$ cat src/rtl/hfadc_pkg.sv
package hfadc_pkg;

    // sequencer states
    typedef enum logic [2:0] {
        SQ_IDLE   = 3'd0,
        SQ_UPPER  = 3'd1,
        SQ_LOWER  = 3'd2,
        SQ_WAITWR = 3'd3,
        SQ_PDN    = 3'd4,
        SQ_WAKE   = 3'd5
    } seq_st_e;

    // per-pin event bundle produced by the edge detector
    typedef struct packed {
        logic fall;
        logic rise;
        logic lvl;
    } pin_edge_t;

    localparam int PIN_CS = 0;
    localparam int PIN_RD = 1;
    localparam int PIN_WR = 2;
    localparam int NPINS  = 3;

endpackage

$ cat src/rtl/hfadc_edges.sv
module hfadc_edges
    import hfadc_pkg::*;
#(
    parameter int N = NPINS
) (
    input  logic                clk,
    input  logic                rst_n,
    input  logic [N-1:0]        pins_n,
    output pin_edge_t [N-1:0]   ev
);

    logic [N-1:0] lvl_d, lvl_q;

    always_comb begin
        lvl_d = pins_n;
    end

    always_ff @(posedge clk or negedge rst_n) begin
        if (!rst_n) lvl_q <= '1;
        else        lvl_q <= lvl_d;
    end

    for (genvar i = 0; i < N; i++) begin : g_pin
        assign ev[i].fall = lvl_q[i] & ~pins_n[i];
        assign ev[i].rise = ~lvl_q[i] & pins_n[i];
        assign ev[i].lvl  = pins_n[i];
    end

endmodule

$ cat src/rtl/hfadc_core.sv
module hfadc_core
    import hfadc_pkg::*;
#(
    parameter int NIB_W     = 4,
    parameter int TRACK_CYC = 4,
    parameter int UPPER_CYC = 4,
    parameter int LOWER_CYC = 4,
    parameter int WAKE_CYC  = 8
) (
    input  logic                  clk,
    input  logic                  rst_n,
    input  logic                  mode_sel,
    input  logic                  pdn,
    input  pin_edge_t [NPINS-1:0] ev,
    input  logic [NIB_W-1:0]      hi_nib,
    input  logic [NIB_W-1:0]      lo_nib,
    output logic [2*NIB_W-1:0]    res_o,
    output logic                  irq_n_o,
    output logic                  rdy_low_o,
    output logic                  awake_o
);

    localparam int DW   = 2 * NIB_W;
    localparam int M1   = (TRACK_CYC > UPPER_CYC) ? TRACK_CYC : UPPER_CYC;
    localparam int M2   = (LOWER_CYC > WAKE_CYC) ? LOWER_CYC : WAKE_CYC;
    localparam int MAXC = (M1 > M2) ? M1 : M2;
    localparam int CW   = $clog2(MAXC + 1);

    localparam logic [CW-1:0] UP_LAST  = CW'(UPPER_CYC - 1);
    localparam logic [CW-1:0] LO_LAST  = CW'(LOWER_CYC - 1);
    localparam logic [CW-1:0] WK_LAST  = CW'(WAKE_CYC - 1);
    localparam logic [CW-1:0] TRK_FULL = CW'(TRACK_CYC);

    typedef struct packed {
        seq_st_e        st;
        logic [CW-1:0]  cnt;
        logic [CW-1:0]  trk;
        logic [DW-1:0]  res;
        logic           irq_n;
        logic           rdy_low;
    } core_t;

    localparam core_t CORE_RST = '{
        st:      SQ_IDLE,
        cnt:     '0,
        trk:     '0,
        res:     '0,
        irq_n:   1'b1,
        rdy_low: 1'b0
    };

    core_t d, q;

    logic start_rd, start_wr, tracked, conv_done, awake;

    assign awake = (q.st == SQ_IDLE) || (q.st == SQ_UPPER) ||
                   (q.st == SQ_LOWER) || (q.st == SQ_WAITWR);

    always_comb begin
        d         = q;
        conv_done = 1'b0;
        start_rd  = ~mode_sel & ~ev[PIN_CS].lvl & ev[PIN_RD].fall;
        start_wr  =  mode_sel & ~ev[PIN_CS].lvl & ev[PIN_WR].fall;
        tracked   = (q.trk == TRK_FULL);

        // interrupt release on a strobe going high
        if (ev[PIN_CS].rise || ev[PIN_RD].rise) begin
            d.irq_n = 1'b1;
        end

        unique case (q.st)
            SQ_PDN: begin
                d.st  = SQ_WAKE;
                d.cnt = '0;
            end
            SQ_WAKE: begin
                if (q.cnt == WK_LAST) begin
                    d.st  = SQ_IDLE;
                    d.cnt = '0;
                    d.trk = '0;
                end else begin
                    d.cnt = q.cnt + 1'b1;
                end
            end
            SQ_IDLE: begin
                if (tracked && start_rd) begin
                    d.st    = SQ_UPPER;
                    d.cnt   = '0;
                    d.irq_n = 1'b1;
                end else if (tracked && start_wr) begin
                    d.st    = SQ_WAITWR;
                    d.cnt   = '0;
                    d.irq_n = 1'b1;
                end else if (!tracked) begin
                    d.trk = q.trk + 1'b1;
                end
            end
            SQ_UPPER: begin
                if (q.cnt == UP_LAST) begin
                    d.res[DW-1:NIB_W] = hi_nib;
                    d.st  = SQ_LOWER;
                    d.cnt = '0;
                end else begin
                    d.cnt = q.cnt + 1'b1;
                end
            end
            SQ_WAITWR: begin
                if (ev[PIN_WR].rise) begin
                    d.res[DW-1:NIB_W] = hi_nib;
                    d.st  = SQ_LOWER;
                    d.cnt = '0;
                end
            end
            SQ_LOWER: begin
                if (q.cnt == LO_LAST) begin
                    d.res[NIB_W-1:0] = lo_nib;
                    d.st      = SQ_IDLE;
                    d.cnt     = '0;
                    d.trk     = '0;
                    d.irq_n   = 1'b0;
                    conv_done = 1'b1;
                end else begin
                    d.cnt = q.cnt + 1'b1;
                end
            end
            default: begin
                d.st  = SQ_IDLE;
                d.cnt = '0;
            end
        endcase

        // ready status, read-start mode only
        if (!mode_sel && ev[PIN_CS].fall && awake) begin
            d.rdy_low = 1'b1;
        end
        if (conv_done || ev[PIN_CS].rise || mode_sel) begin
            d.rdy_low = 1'b0;
        end

        // power-down overrides everything
        if (pdn) begin
            d.st      = SQ_PDN;
            d.cnt     = '0;
            d.trk     = '0;
            d.irq_n   = 1'b1;
            d.rdy_low = 1'b0;
        end
    end

    always_ff @(posedge clk or negedge rst_n) begin
        if (!rst_n) q <= CORE_RST;
        else        q <= d;
    end

    assign res_o     = q.res;
    assign irq_n_o   = q.irq_n;
    assign rdy_low_o = q.rdy_low;
    assign awake_o   = awake;

endmodule

$ cat src/rtl/hfadc_bus.sv
module hfadc_bus #(
    parameter int DW = 8
) (
    input  logic          cs_n,
    input  logic          rd_n,
    input  logic          pdn,
    input  logic          awake,
    input  logic [DW-1:0] res,
    output logic          bus_en,
    output logic [DW-1:0] bus_dat
);

    always_comb begin
        bus_en  = ~cs_n & ~rd_n & ~pdn & awake;
        bus_dat = bus_en ? res : '0;
    end

endmodule

$ cat src/rtl/hfadc_ctl.sv
module hfadc_ctl
    import hfadc_pkg::*;
#(
    parameter int NIB_W     = 4,
    parameter int TRACK_CYC = 4,
    parameter int UPPER_CYC = 4,
    parameter int LOWER_CYC = 4,
    parameter int WAKE_CYC  = 8
) (
    input  logic               clk,
    input  logic               rst_n,
    input  logic               cs_n,
    input  logic               rd_n,
    input  logic               wr_n,
    input  logic               mode_sel,
    input  logic               pdn,
    input  logic [NIB_W-1:0]   hi_nib,
    input  logic [NIB_W-1:0]   lo_nib,
    output logic [2*NIB_W-1:0] bus_dat,
    output logic               bus_en,
    output logic               irq_n,
    output logic               rdy_low
);

    localparam int DW = 2 * NIB_W;

    logic [NPINS-1:0]      pins_n;
    pin_edge_t [NPINS-1:0] ev;
    logic [DW-1:0]         res;
    logic                  awake;

    always_comb begin
        pins_n         = '1;
        pins_n[PIN_CS] = cs_n;
        pins_n[PIN_RD] = rd_n;
        pins_n[PIN_WR] = wr_n;
    end

    hfadc_edges #(.N(NPINS)) u_edges (
        .clk    (clk),
        .rst_n  (rst_n),
        .pins_n (pins_n),
        .ev     (ev)
    );

    hfadc_core #(
        .NIB_W     (NIB_W),
        .TRACK_CYC (TRACK_CYC),
        .UPPER_CYC (UPPER_CYC),
        .LOWER_CYC (LOWER_CYC),
        .WAKE_CYC  (WAKE_CYC)
    ) u_core (
        .clk       (clk),
        .rst_n     (rst_n),
        .mode_sel  (mode_sel),
        .pdn       (pdn),
        .ev        (ev),
        .hi_nib    (hi_nib),
        .lo_nib    (lo_nib),
        .res_o     (res),
        .irq_n_o   (irq_n),
        .rdy_low_o (rdy_low),
        .awake_o   (awake)
    );

    hfadc_bus #(.DW(DW)) u_bus (
        .cs_n    (cs_n),
        .rd_n    (rd_n),
        .pdn     (pdn),
        .awake   (awake),
        .res     (res),
        .bus_en  (bus_en),
        .bus_dat (bus_dat)
    );

endmodule

$ cat config.mk
export PLATFORM = sky130hd
export DESIGN_NAME = hfadc_ctl
export DESIGN_NICKNAME = d
export VERILOG_FILES = /design/src/rtl/hfadc_pkg.sv /design/src/rtl/hfadc_edges.sv /design/src/rtl/hfadc_core.sv /design/src/rtl/hfadc_bus.sv /design/src/rtl/hfadc_ctl.sv
export SDC_FILE = /design/constraint.sdc
export NUM_CORES = 1
export LEC_CHECK = 0
export ABC_AREA = 1
export BUFFER_PORTS_ARGS = -buffer_cell sky130_fd_sc_hd__buf_2
export CORE_UTILIZATION = 40
export DETAILED_ROUTE_END_ITERATION = 10
export MAX_ROUTING_LAYER = met4
export PLACE_DENSITY = 0.72
export SLEW_MARGIN = 0
export SYNTH_ARGS = -nofsm -noshare
export SYNTH_HDL_FRONTEND = slang
export SYNTH_SLANG_ARGS = --single-unit
$ cat constraint.sdc
create_clock -name clk -period 2.7 [get_ports clk]
set_input_delay 0.675 -clock clk [delete_from_list [all_inputs] [get_ports clk]]
set_output_delay 0.675 -clock clk [all_outputs]
set_load 0.01 [all_outputs]
==> out/results.ini, run 1 <==
[global_route]
grt_max_degree = 25
track_usage_pct = 17.3
overflow = 0
grt_pass1_wl_um = 4640
grt_pass1_vias = 1147
antenna_found_initial = 0

[synthesis]
synthCells = 191
synthDominantCellAreaShare_pct = 35.7
synth_fa_ha_area_share_pct = 2.68
synth_xor_area_share_pct = 1.25
synth_top_flop_cell = dfrtp_1
ys_ff_latch = 24
asyncSetResetFlopFracSynth_pct = 100
synthTopCellsByArea = dfrtp_1 (36%), nand2_1 (12%), nor2_1 (8.3%), dfstp_2 (7.5%), inv_1 (7.5%)
synth_seq_area_share_pct = 43.3
muxShareOfSynthArea_pct = 0
synth_top_family_by_area = simple AND/OR/NAND/NOR gates
yosysTopAreaCell = dfrtp_1
syn_area_per_cell_um2 = 7.33
synth_edf_count = 0
synth_most_common_cell = nand2_1
yosysWarnings = 0
syn_area_mm2 = 0.00140
synth_nets = 209
ys_types = 28
synthSimpleGateAreaFrac_pct = 35.0
synth_common_cells = nand2_1 (45), nor2_1 (31), inv_1 (28)
synth_compound_area_share_pct = 9.38

[setup_path]
crit_path_frequent_cell = buf_2
critPathCaptureType = output pin
max_stage_delay_ns = 0.41
crit_slowest_cell = nor4_1
cp-start-kind = primary input
arrival_ns = 1.71
crit_type = in2out
crit_chain = buf_2 -> nor4_1 -> inv_1 -> nor2_1 -> buf_2
cp_max_fo = 8
required_ns = 2.03

[clock_network]
clkTransAtPathRegs_ns = 0.14
cts_hold_buf = 0
cts_buffer_depth = 2
cts_tree = done
cts_buffers = 3
cts_resized = 0
clock_sinks = 24
post_cts_buffers = 0
clock_latency_ns = 0.33
htree_levels = 1
clockRootBuffer = clkbuf_4

[power_and_ir_drop]
total_leakage_power_nw = 0.972
ir_worst_vdd_v = 0.000205
power.density_mw_per_mm2 = 701
power_mw = 1.15

[place]
post_dp_cell_area_mm2 = 0.00159
dp_cells = 262
hpwl_um = 2090
place_ws_ns = 0.294
port_buffers = 25
place_congestion = 0.884

[detailed_routing]
wl_per_cell_um = 10.2
drt_iter0_markers = 49
drt-total-wl_um = 2710
first_pass_iters = 4
via_count = 1275
drc_errors = 0
viasPerCell = 4.79
ant_nets = 0

[die]
start_util_pct = 42.0
io_pins = 26
die_x_um = 61.2
rows = 21
die_height_um = 61.2
die-area_mm2 = 0.00374
coreArea_mm2 = 0.00334

[timing]
period_minus_slack_ns = 2.39
finalHoldViolCount = 0
fin_crit_sh_pct = 88.4
tightest_slew_ns = 0.512
fmax_mhz = 419
holdWs_ns = 0.290
setup_ws_ns = 0.314
finalSetupTns_ns = 0
setup_viol = 0
finClkSkew_ns = 0.0181
slew_headroom_pct = 65.9
rsz0062_at_grt = false
maxSlewViolCount = 0

[job]
maxCapViolations = 0

[outcome]
status = completed

[final_layout]
nets = 239
drive_above_1_share_pct = 20.9
multi_input_area_um2 = 677
finalInstanceArea_mm2 = 0.00164
fillers = 348
fin_util_pct = 49.1
area_growth_pct = 17.0
layoutNonFillerInstCount = 266
area.sequential_um2 = 606
antenna_cells = 0

[worst_hold_path]
min_path_type = in2async

registers in the layout (all words and copies together), names as in the netlist:
register	cells
u_core.res_o	8
u_edges.lvl_q	3
u_core.irq_n_o	1
u_core.q	11
u_core.rdy_low_o	1
layer usage:
metal,part of all wire (%),vias up,global-route usage [%]
li1,-,664,-
met1,48,576,19.8
met2,46,30,29.8
met3,4.1,5,2.73
met4,1.7,0,7.47
met5,0,-,-
cells by family after synthesis:
logic type,after synthesis
compound gates,21
xor+xnor,2
fa+ha+maj,3
buf+inv,31
flops,24
simple gates,110
cells in the final DEF, fill, tap and decap left out, types with 2 or more instances in the layout:
cell type	n
nand3_1	19
dfrtp_1	20
a21oi_1	10
o21ai_0	6
inv_1	28
nor2_1	31
nor2_2	2
buf_2	25
ha_1	3
nand2_2	4
nand2_1	45
dfstp_2	4
clkbuf_4	3
nor4_1	3
worst max-delay path: cells and delay by family:
kind,cells,cell delay [ns]
and+or+nand+nor,2,0.55
buffers and inverters,3,0.49
power breakdown:
group          leakage [nW]  switching, mW  internal, mW
sequential            0.292         0.0539         0.428
clock                0.0279          0.112         0.150
combinational         0.652          0.265         0.140
total                 0.972          0.431         0.718
path summary, 6_finish.rpt:
check	from	endpoint	slack, ns	cells past startpoint
setup / recovery	cs_n	bus_dat[0]	0.31	5
hold / removal	rst_n	u_core.rdy_low_o$_DFFE_PN0P_	0.29	1
setup reg to reg	u_core.q[10]$_DFFE_PN0P_	u_core.q[15]$_DFFE_PN0P_	1.07	9
hold reg to reg	u_core.res_o[1]$_DFFE_PN0P_	u_core.res_o[1]$_DFFE_PN0P_	0.52	2
max in group asynchronous	rst_n	u_core.q[18]$_DFFE_PN0P_	2.04	1
min in group clk	wr_n	u_edges.lvl_q[2]$_DFF_PN1_	0.44	1
layout make-up:
cell class,instances,area share [%]
multi-input cells,136,41.3
flip-flops and latches,24,37.0
repair buffers,26,8.10
inverters,30,6.88
well taps,46,3.51
clock inverters,1,1.83
clock buffers,3,1.38
No activity file was read; power rests on OpenSTA's default activity.
==> inputs of run 2 (changes only) <==
Clock period 2.7 ns to 2.4 ns, I/O delays scaled along.
==> run 2 against run 1 <==
Cell count stayed put. Worst hold slack worse by 0.073 ns. Core utilization is 0.19 points higher. Largest power group unchanged. Sequential cell count stayed put. Register-to-register slack worse by 0.25 ns. Highest routed layer unchanged. Total power increased by 13%. Die area stayed put. Global-route usage shrank 0.84 points. Combinational power rose by 12%. Setup slack worse by 0.044 ns.
==> out/results.ini, run 2 (synthesized netlist as in run 1, its figures left out) <==
[outcome]
status = completed  ; unchanged

[clock_network]
cts_buffer_depth = 2  ; unchanged
cts_buffers = 3  ; unchanged
htree_levels = 1  ; unchanged
clock_latency_ns = 0.33  ; about the same
cts_tree = done  ; unchanged
post_cts_buffers = 0  ; unchanged
clockRootBuffer = clkbuf_4  ; unchanged
clkTransAtPathRegs_ns = 0.15  ; was 0.14 ns
clock_sinks = 24  ; unchanged

[power_and_ir_drop]
power_frac_seq_pct = 41.9  ; about the same
swShare_pct = 37.7  ; was 37.5%
ir_worst_vdd_v = 0.000298  ; was 0.000205 V
power.density_mw_per_mm2 = 789  ; was 701 mW/mm^2
combPwrFrac_pct = 35.0  ; was 35.3%
pwr-share-clk_pct = 23.1  ; was 22.8%
p_sw_mw = 0.489  ; was 0.431 mW
p_int_mw = 0.808  ; was 0.718 mW
total_leakage_power_nw = 0.972  ; about the same
power_mw = 1.30  ; was 1.15 mW

[place]
place_congestion = 0.883  ; was 0.884
port_buffers = 25  ; unchanged
place_ws_ns = 0.207  ; was 0.294 ns
hpwl_um = 2060  ; was 2090 um
dp_cells = 262  ; unchanged

[setup_path]
r2r_start = u_core.q[10]$_DFFE_PN0P_  ; unchanged
required_ns = 1.80  ; was 2.03 ns
cp-endpoint = bus_dat[0]  ; unchanged
arrival_ns = 1.53  ; was 1.71 ns
critPathCaptureType = output pin  ; unchanged
cp_max_fo = 8  ; unchanged
rr_worst_depth = 9  ; unchanged
rrSetupSlack_ns = 0.82  ; was 1.07 ns
crit_type = reg2out  ; was in2out
rr_endpoint = u_core.q[16]$_DFFE_PN0P_  ; was u_core.q[15]$_DFFE_PN0P_
startpoint = u_core.q[20]$_DFFE_PN0P_  ; was cs_n
cp-start-kind = flop  ; was primary input

[timing]
finClkSkew_ns = 0.0139  ; was 0.0181 ns
rsz0062_at_grt = false  ; unchanged
fmax_mhz = 469
period_minus_slack_ns = 2.13
maxSlewViolCount = 0  ; unchanged
setup_viol = 0  ; unchanged
slew_headroom_pct = 65.6  ; was 65.9%
fin_crit_sh_pct = 88.7
finalSetupTns_ns = 0  ; unchanged
holdWs_ns = 0.217  ; was 0.290 ns
finalHoldViolCount = 0  ; unchanged
setup_ws_ns = 0.270  ; was 0.314 ns
tightest_slew_ns = 0.516  ; was 0.512 ns

[final_layout]
nets = 239  ; unchanged
layoutNonFillerInstCount = 266  ; unchanged
area_growth_pct = 17.4  ; was 17.0%
multi_input_area_um2 = 683  ; was 677 um^2
top_register = u_core.q  ; unchanged
layout_common_cells = nand2_1 (45), nor2_1 (31), inv_1 (28)  ; unchanged
largest_reg_flops = 11  ; unchanged
drive_above_1_share_pct = 21.4  ; was 20.9%
antenna_cells = 0  ; unchanged
fillers = 334  ; was 348
area.sequential_um2 = 606  ; unchanged
final_common_cell = nand2_1  ; unchanged

[die]
die_x_um = 61.2  ; unchanged
start_util_pct = 42.0  ; unchanged
die_height_um = 61.2  ; unchanged
coreArea_mm2 = 0.00334  ; unchanged
rows = 21  ; unchanged
die-area_mm2 = 0.00374  ; unchanged
io_pins = 26  ; unchanged

[detailed_routing]
viasPerCell = 4.80  ; was 4.79
drc_errors = 0  ; unchanged
met3_length_um = 107  ; was 110 um
ant_nets = 0  ; unchanged
met2WireLength_um = 1180  ; was 1250 um
via_count = 1278  ; was 1,275
wl_per_cell_um = 10.1  ; was 10.2 um
drt_iter0_markers = 64  ; was 49
top_layer = met4  ; unchanged
first_pass_iters = 6  ; was 4
drt-total-wl_um = 2690  ; was 2710 um
met1_length_um = 1390  ; was 1300 um

[global_route]
grt_pass1_wl_um = 4460  ; was 4640 um
track_usage_pct = 16.5  ; was 17.3%
overflow = 0  ; unchanged
grt_pass1_vias = 1069  ; was 1,147
grt_max_degree = 25  ; unchanged
antenna_found_initial = 0  ; unchanged

[job]
maxCapViolations = 0  ; unchanged

[worst_hold_path]
min_path_type = in2async  ; unchanged

-- run 2: how the worst min path moves through the flow --
stage	from	endpoint	slack, ns	cells past startpoint
finish	rst_n	u_core.rdy_low_o$_DFFE_PN0P_	0.22	1
global route	rst_n	u_core.rdy_low_o$_DFFE_PN0P_	0.27	1
CTS	rst_n	u_core.rdy_low_o$_DFFE_PN0P_	0.24	1
detailed placement	u_core.q[15]$_DFFE_PN0P_	u_core.q[15]$_DFFE_PN0P_	0.50	2
global placement	u_core.q[15]$_DFFE_PN0P_	u_core.q[15]$_DFFE_PN0P_	0.49	2
floorplan	rst_n	u_core.q[10]$_DFFE_PN0P_	0.30	0
-- run 2: stage by stage --
step / instance area [um^2] / utilization [%]
6_report: 1640 / 49.3
3_3_place_gp: 1590 / 47.5
3_5_place_dp: 1590 / 47.5
2_1_floorplan: 1400 / -
4_1_cts: 1640 / 49.1
5_1_grt: 1640 / 49.3
-- run 2: worst max-delay path, cell delays in order, from the launching register on --
cell and delay [ns]:
dfrtp_1 0.46, nor4_2 0.29, inv_1 0.20, nor2_1 0.12, buf_2 0.13
-- run 2: power by group through the flow --
stage	registers [mW]	logic [mW]	clock network [mW]
detailed placement	0.548	0.456	0
global route	0.553	0.526	0.324
floorplan	0.537	0.354	0
CTS	0.541	0.458	0.305
finish	0.543	0.454	0.300
global placement	0.546	0.452	0
-- run 2: cell type report --
cell class | count | share of cell area (%)
Timing Repair Buffer | 26 | 8.07
Tap cell | 46 | 3.50
Sequential cell | 24 | 36.8
Inverter | 30 | 6.85
Multi-Input combinational cell | 136 | 41.6
Clock buffer | 3 | 1.37
Clock inverter | 1 | 1.83
-- run 2: what timing repair did --
action / in CTS / in global routing
hold endpoints to repair: 0 / 0
endpoints found under the setup margin: 0 / 3
hold buffers: 0 / 0
resized for setup: 0 / 1
-- run 2: per-layer routing --
metal / global-route usage [%] / up-vias
met4: 4.22 / 0
met5: - / -
met3: 2.52 / 3
met2: 26.2 / 36
met1: 21.9 / 573
li1: - / 666
